===== config.mk =====
export PLATFORM = sky130hd
export DESIGN_NAME = qdac_latch_if
export DESIGN_NICKNAME = d
export VERILOG_FILES = /design/src/rtl/qdac_pkg.sv /design/src/rtl/qdac_addr_dec.sv /design/src/rtl/qdac_in_reg.sv /design/src/rtl/qdac_out_reg.sv /design/src/rtl/qdac_latch_if.sv
export SDC_FILE = /design/constraint.sdc
export NUM_CORES = 1
export LEC_CHECK = 0
export BUFFER_PORTS_ARGS = -buffer_cell sky130_fd_sc_hd__buf_2
export CAP_MARGIN = 20
export CELL_PAD_IN_SITES_DETAIL_PLACEMENT = 0
export CELL_PAD_IN_SITES_GLOBAL_PLACEMENT = 1
export CORE_ASPECT_RATIO = 1.75
export CORE_MARGIN = 5
export CORE_UTILIZATION = 47
export DETAILED_ROUTE_END_ITERATION = 10
export PLACE_DENSITY = 0.84
export SETUP_SLACK_MARGIN = 0.02
export SLEW_MARGIN = 0
export SYNTH_ARGS = -nofsm -noshare
export SYNTH_HDL_FRONTEND = slang
export SYNTH_HIERARCHICAL = 1
export SYNTH_SLANG_ARGS = --single-unit

===== constraint.sdc =====
create_clock -name clk -period 1 [get_ports clk]
set_clock_uncertainty 0.15 [all_clocks]
set_input_delay 0.15 -clock clk [delete_from_list [all_inputs] [get_ports clk]]
set_output_delay 0.15 -clock clk [all_outputs]
set_load 0.005 [all_outputs]

===== src/rtl/qdac_pkg.sv =====
package qdac_pkg;

   typedef enum logic {
      BUSW_NIBBLE = 1'b0,
      BUSW_FULL   = 1'b1
   } busw_e;

   typedef struct packed {
      logic load;
      logic xfer;
   } strobe_t;

   function automatic strobe_t decode_strobes(input logic cs_n, input logic wr1_n,
                                              input logic xfer_n, input logic wr2_n);
      strobe_t s;
      s.load = ~cs_n & ~wr1_n;
      s.xfer = ~xfer_n & ~wr2_n;
      return s;
   endfunction

endpackage


===== src/rtl/qdac_addr_dec.sv =====
module qdac_addr_dec #(
   parameter int NCH = 4,
   localparam int AW = (NCH > 1) ? $clog2(NCH) : 1
) (
   input  logic [AW-1:0]  addr_i,
   input  logic           en_i,
   output logic [NCH-1:0] sel_o
);

   for (genvar k = 0; k < NCH; k++) begin : g_sel
      assign sel_o[k] = en_i && (addr_i == AW'(k));
   end

endmodule


===== src/rtl/qdac_in_reg.sv =====
module qdac_in_reg #(
   parameter int DW  = 12,
   parameter int HIW = 8,
   localparam int LOW = DW - HIW
) (
   input  logic          clk,
   input  logic          rst_n,
   input  logic          we_i,
   input  logic          full_i,
   input  logic [DW-1:0] bus_i,
   output logic [DW-1:0] q_o
);

   logic [HIW-1:0] hi_q;
   logic [LOW-1:0] lo_q;
   logic [LOW-1:0] lo_src;
   logic           hi_we;

   if (LOW > HIW) begin : g_bad_split
      $error("qdac_in_reg: lower section wider than upper section");
   end

   // lower section source: own lines in full mode, top lines in nibble mode
   assign lo_src = full_i ? bus_i[LOW-1:0] : bus_i[DW-1 -: LOW];
   assign hi_we  = we_i & full_i;

   always_ff @(posedge clk or negedge rst_n) begin
      if (!rst_n) begin
         hi_q <= '0;
      end else if (hi_we) begin
         hi_q <= bus_i[DW-1 -: HIW];
      end
   end

   always_ff @(posedge clk or negedge rst_n) begin
      if (!rst_n) begin
         lo_q <= '0;
      end else if (we_i) begin
         lo_q <= lo_src;
      end
   end

   assign q_o = {hi_q, lo_q};

endmodule


===== src/rtl/qdac_out_reg.sv =====
module qdac_out_reg #(
   parameter int DW = 12
) (
   input  logic          clk,
   input  logic          rst_n,
   input  logic          xfer_i,
   input  logic [DW-1:0] d_i,
   output logic [DW-1:0] q_o
);

   always_ff @(posedge clk or negedge rst_n) begin
      if (!rst_n) begin
         q_o <= '0;
      end else if (xfer_i) begin
         q_o <= d_i;
      end
   end

endmodule


===== src/rtl/qdac_latch_if.sv =====
module qdac_latch_if #(
   parameter int NCH = 4,
   parameter int DW  = 12,
   parameter int HIW = 8,
   localparam int AW = (NCH > 1) ? $clog2(NCH) : 1,
   localparam int OW = NCH * DW
) (
   input  logic          clk,
   input  logic          rst_n,
   input  logic [DW-1:0] data_i,
   input  logic [AW-1:0] ch_sel_i,
   input  logic          cs_n,
   input  logic          wr1_n,
   input  logic          xfer_n,
   input  logic          wr2_n,
   input  logic          full_bus_i,
   output logic [OW-1:0] dac_code_o
);
   import qdac_pkg::*;

   if (NCH < 1 || (NCH & (NCH - 1)) != 0) begin : g_bad_nch
      $error("qdac_latch_if: channel count must be a power of two");
   end
   if (HIW < 1 || HIW >= DW) begin : g_bad_hiw
      $error("qdac_latch_if: upper section must be narrower than the code");
   end

   strobe_t        stb;
   logic [NCH-1:0] ch_we;
   logic [OW-1:0]  in_flat;
   busw_e          busw;

   assign stb  = decode_strobes(cs_n, wr1_n, xfer_n, wr2_n);
   assign busw = busw_e'(full_bus_i);

   qdac_addr_dec #(.NCH(NCH)) u_dec (
      .addr_i (ch_sel_i),
      .en_i   (stb.load),
      .sel_o  (ch_we)
   );

   for (genvar k = 0; k < NCH; k++) begin : g_ch
      qdac_in_reg #(.DW(DW), .HIW(HIW)) u_in (
         .clk    (clk),
         .rst_n  (rst_n),
         .we_i   (ch_we[k]),
         .full_i (busw == BUSW_FULL),
         .bus_i  (data_i),
         .q_o    (in_flat[k*DW +: DW])
      );

      qdac_out_reg #(.DW(DW)) u_out (
         .clk    (clk),
         .rst_n  (rst_n),
         .xfer_i (stb.xfer),
         .d_i    (in_flat[k*DW +: DW]),
         .q_o    (dac_code_o[k*DW +: DW])
      );
   end

endmodule


# After elaboration in Yosys (flattened, before gate mapping)
# Index checks and enable logic that the tools add are counted.
# totals
word_cells	31
output_inout_bits	48
inputBits	21
reg_bits	96
# op_classes
mux	1
bitwise	10
n_reduce_logical	5
n_eq_ne	3
# ops
cell	n
$and A1 B1 Y1	6
$eq A2 B2 Y1 const B	2
$logic_and A1 B1 Y1	4
$mux W4	1
$not A1 Y1	4
$eq A2 B1 Y1 const B	1
$logic_not A2 Y1	1

# Longest topological paths before layout
# depth
depth_word	4
depth_mapped	5
mapped_depth_nobuf	4

# By module
# Netlist, hierarchy kept.
# by_module_without_submodules
mod	area_each_um2	seq_area_each_um2	cells_each	n_inst
qdac_in_reg	538.0	300.3	35	4
qdac_out_reg	484.2	300.3	25	4
qdac_addr_dec	37.5	0.0	4	1
qdac_latch_if	7.5	0.0	2	1

# Worst setup path after synthesis
# OpenSTA, ideal clock, no wires.
# synth_timing
path_kind	input to register
startpoint	in wr2_n
endpoint	reg g_ch[0].u_out.q_o[0]
setup_ps	125
path_slack_ps	-595
cell_stages	3
t_arrival_ps	1320
n_path_buf	1
t_required_ps	725
path_cell_list	nor2_1 > buf_6 > mux2_4
# synth_via
elab_chain_cells	2
# synth_rtl
item	line_no	text
from (decl)	qdac_latch_if.sv:15	input logic wr2_n,
$not A1 Y1	qdac_pkg.sv:17	s.xfer = ~xfer_n & ~wr2_n;
$and A1 B1 Y1	qdac_pkg.sv:17	
to (signal assigned)	qdac_out_reg.sv:15	q_o <= d_i;
to (decl)	qdac_out_reg.sv:8	output logic [DW-1:0] q_o
# No other way between the ends.
# A chain may end at the register's enable or synchronous reset.

# Worst setup path in the final report
# layout_timing
startpoint	reg g_ch[1].u_out.q_o[10]
endpoint	out dac_code_o[22]
# layout_lines
item	line_no	text
from (decl)	qdac_out_reg.sv:8	
from (signal assigned)	qdac_out_reg.sv:15	
to (decl)	qdac_latch_if.sv:17	output logic [OW-1:0] dac_code_o
# No word-level cell between the ends.

==> results.tsv <==
metric	value	unit
rr_startpoint	g_ch[3].u_out/q_o[2]$_DFFE_PN0P_	
synth_cells	246	
initial_utilization	47.99	%
die_y	134.1	um
tightest_slew	0.2318	ns
switching_share	25.20	%
finalCritPeriodShare	117.6	%
fp-row-count	45	
dp_slack	-0.4215	ns
setup_viol	90	
cap_violations	0	
p_int	9102	uW
crit_arrival	0.88	ns
grt_usage	16.85	%
netlist_area	0.004134	mm2
drtIter0Drc	89	
cts_tree	built	
start_kind	flip-flop	
htree_levels	3	
critPathKind	flip-flop to primary output	
rsz0062_at_grt	yes	
pwr-share-comb	28.0	%
power_density	2286	mW/mm2
grt_max_degree	35	
slew_headroom	84.54	%
synthTopCellsByArea	dfrtp_1 58%, mux2_4 26%, mux2i_1 3.9%, buf_6 3.3%, mux2_2 2.2%	
synth.top_cell.area_share	58.11	%
first_pass_iters	4	
detail-route-antenna-nets	0	
clock.fmax	850.6	MHz
whs_endpoint	g_ch[3].u_in/hi_q[1]$_DFFE_PN0P_	
antenna_found_initial	0	
syn_nets	267	
clkSlewWorstSetupHoldPaths	0.06	ns
synth-seq-area-share	58.11	%
netSwitchingPower	3066	uW
ys_seq_elements	96	
min-delay-start	data_i[5]	
ys_types	11	
cp_num_buf_inv	1	
wl_per_cell	17.27	um
seq_area	0.002402	mm2
grt_pass1_wl	13540	um
numClockSinks	96	
ctsHoldBuffers	1	
multi_input_area	0.001624	mm2
violations	hold timing, setup timing	
cts_root_buf	clkbuf_16	
crit_chain	buf_2	
cts_buffer_depth	2	
io_buffers	68	
seqPwrFrac	45.9	%
final.setup.tns	-8.327	ns
drive_above_1_share	60.81	%
numCtsBuffers	9	
fin_crit	1.176	ns
grt_pass1_vias	2600	
insertion_delay	0.34	ns
hold_class	input pin to flip-flop	
r2r-end	g_ch[3].u_out/q_o[2]$_DFFE_PN0P_	
r2r_cells	3	
crit_family	flip-flops	
hold_depth	2	
status	complete, but fails checks	
drc_errors	0	
clkPwrFrac	26.2	%
fin_nets	387	
p_leak	0.002704	uW
hpwlAfterDp	5843	um
syn_area_per_cell	16.80	um2
vias_per_cell	4.881	
finalHoldViolations	12	
via_count	2377	
placed_cell_area	0.004686	mm2
fin_area	0.005324	mm2
num_io_pins	69	
synth_warnings	6	
n_antenna_cell	0	
drt-total-wl	8410	um
regToRegSetupSlack	-0.16	ns
cp-end-kind	primary output	
path_max_fanout	2	
yosys.area.top_type	dfrtp_1	
design.die.area	0.01085	mm2
critPathMaxStageDelay	0.40	ns
die_x	80.90	um
grt_overflow	0	
cp-startpoint	g_ch[1].u_out/q_o[10]$_DFFE_PN0P_	
syn_to_final_growth	28.78	%
irDropWorstVdd	1171	uV
nFillCells	670	
hold_slack	-0.02000	ns
core	0.008615	mm2
gp_congestion	0.7250	
worst_slack	-0.1756	ns
slew_violations	0	
crit_required	0.70	ns
slowest_stage	dfrtp_1	
## power groups by stage
| stage | clock network, uW | registers, uW | logic (uW) |
|---|---|---|---|
| global placement | 0 | 5620 | 2570 |
| floorplan | 0 | 5530 | 1580 |
| detailed placement | 0 | 5660 | 2640 |
| finish | 3190 | 5580 | 3400 |
| global route | 3410 | 5710 | 3670 |
| CTS | 3240 | 5560 | 3190 |
## cells by family after synthesis
family | after synthesis | share of synthesized area, %
AOI/OAI and AO/OA | 16 | 1.937
and+or+nand+nor | 26 | 4.479
buffers and inverters | 12 | 3.269
muxes | 96 | 32.20
DFF | 96 | 58.11
## synth_stat cells
library cell,n
and3b_1,2
nor2_1,18
nor3b_2,1
and3_2,1
mux2_4,72
dfrtp_1,96
mux2i_1,16
nand2_8,4
a21oi_1,16
buf_6,12
mux2_2,8
## placed cells by master, fill, tap and decap left out, drive strengths merged
cell type / count
mux2: 80
buf: 120
and3: 1
dlygate4sd3: 1
nor3b: 1
and3b: 2
a21oi: 16
clkbuf: 11
nor2: 18
dfrtp: 96
nand2: 4
mux2i: 16
clkinv: 4
## how the worst max path moves through the flow
stage,end,slack [ns],cells past startpoint
2_1_floorplan,g_ch[2].u_out/q_o[0]$_DFFE_PN0P_,-0.22,3
3_3_place_gp,g_ch[0].u_in/hi_q[5]$_DFFE_PN0P_,-0.42,6
3_5_place_dp,g_ch[0].u_in/hi_q[5]$_DFFE_PN0P_,-0.42,6
4_1_cts,dac_code_o[22],-0.19,1
5_1_grt,dac_code_o[38],-0.20,1
6_report,dac_code_o[22],-0.18,1
## per-stage QoR
stage	power (uW)	std cells	utilization [%]
after floorplan	7110	246	-
final	12170	487	61.80
after global placement	8190	435	54.39
after global routing	12790	487	61.80
after detailed placement	8295	435	54.39
after CTS	11990	478	60.29
## worst register-to-register path, cell delays in order (launching register included)
cell	delay [ns]
dfrtp_1	0.39
buf_4	0.14
buf_6	0.10
mux2_4	0.26
## per-layer routing
layer / track usage [%] / up-vias / wire length (um)
li1: - / 1098 / -
met1: 19.26 / 1220 / 3394
met2: 29.32 / 48 / 4537
met3: 3.898 / 11 / 310
met4: 7.425 / 0 / 169
met5: 0 / - / 0
## area by class of cell
class | instances | share of cell area (%)
clock buffers | 11 | 4.747
clock inverters | 4 | 0.3760
repair buffers | 121 | 16.50
well taps | 117 | 2.750
multi-input cells | 138 | 30.51
flip-flops and latches | 96 | 45.12
## state kept, by name (all words and copies together), names as in the netlist
register / flops
g_ch.u_in/hi_q: 32
g_ch.u_out/q_o: 48
g_ch.u_in/lo_q: 16
## repair_timing
| action | 4_1_cts | 5_1_grt |
|---|---|---|
| endpoints found under the setup margin | 80 | 108 |
| buffers inserted | 27 | 9 |
| resized for setup | 6 | 16 |
| pin swaps | 2 | 4 |
| hold endpoints to repair | 111 | 11 |
No activity file was read; power rests on OpenSTA's default activity.
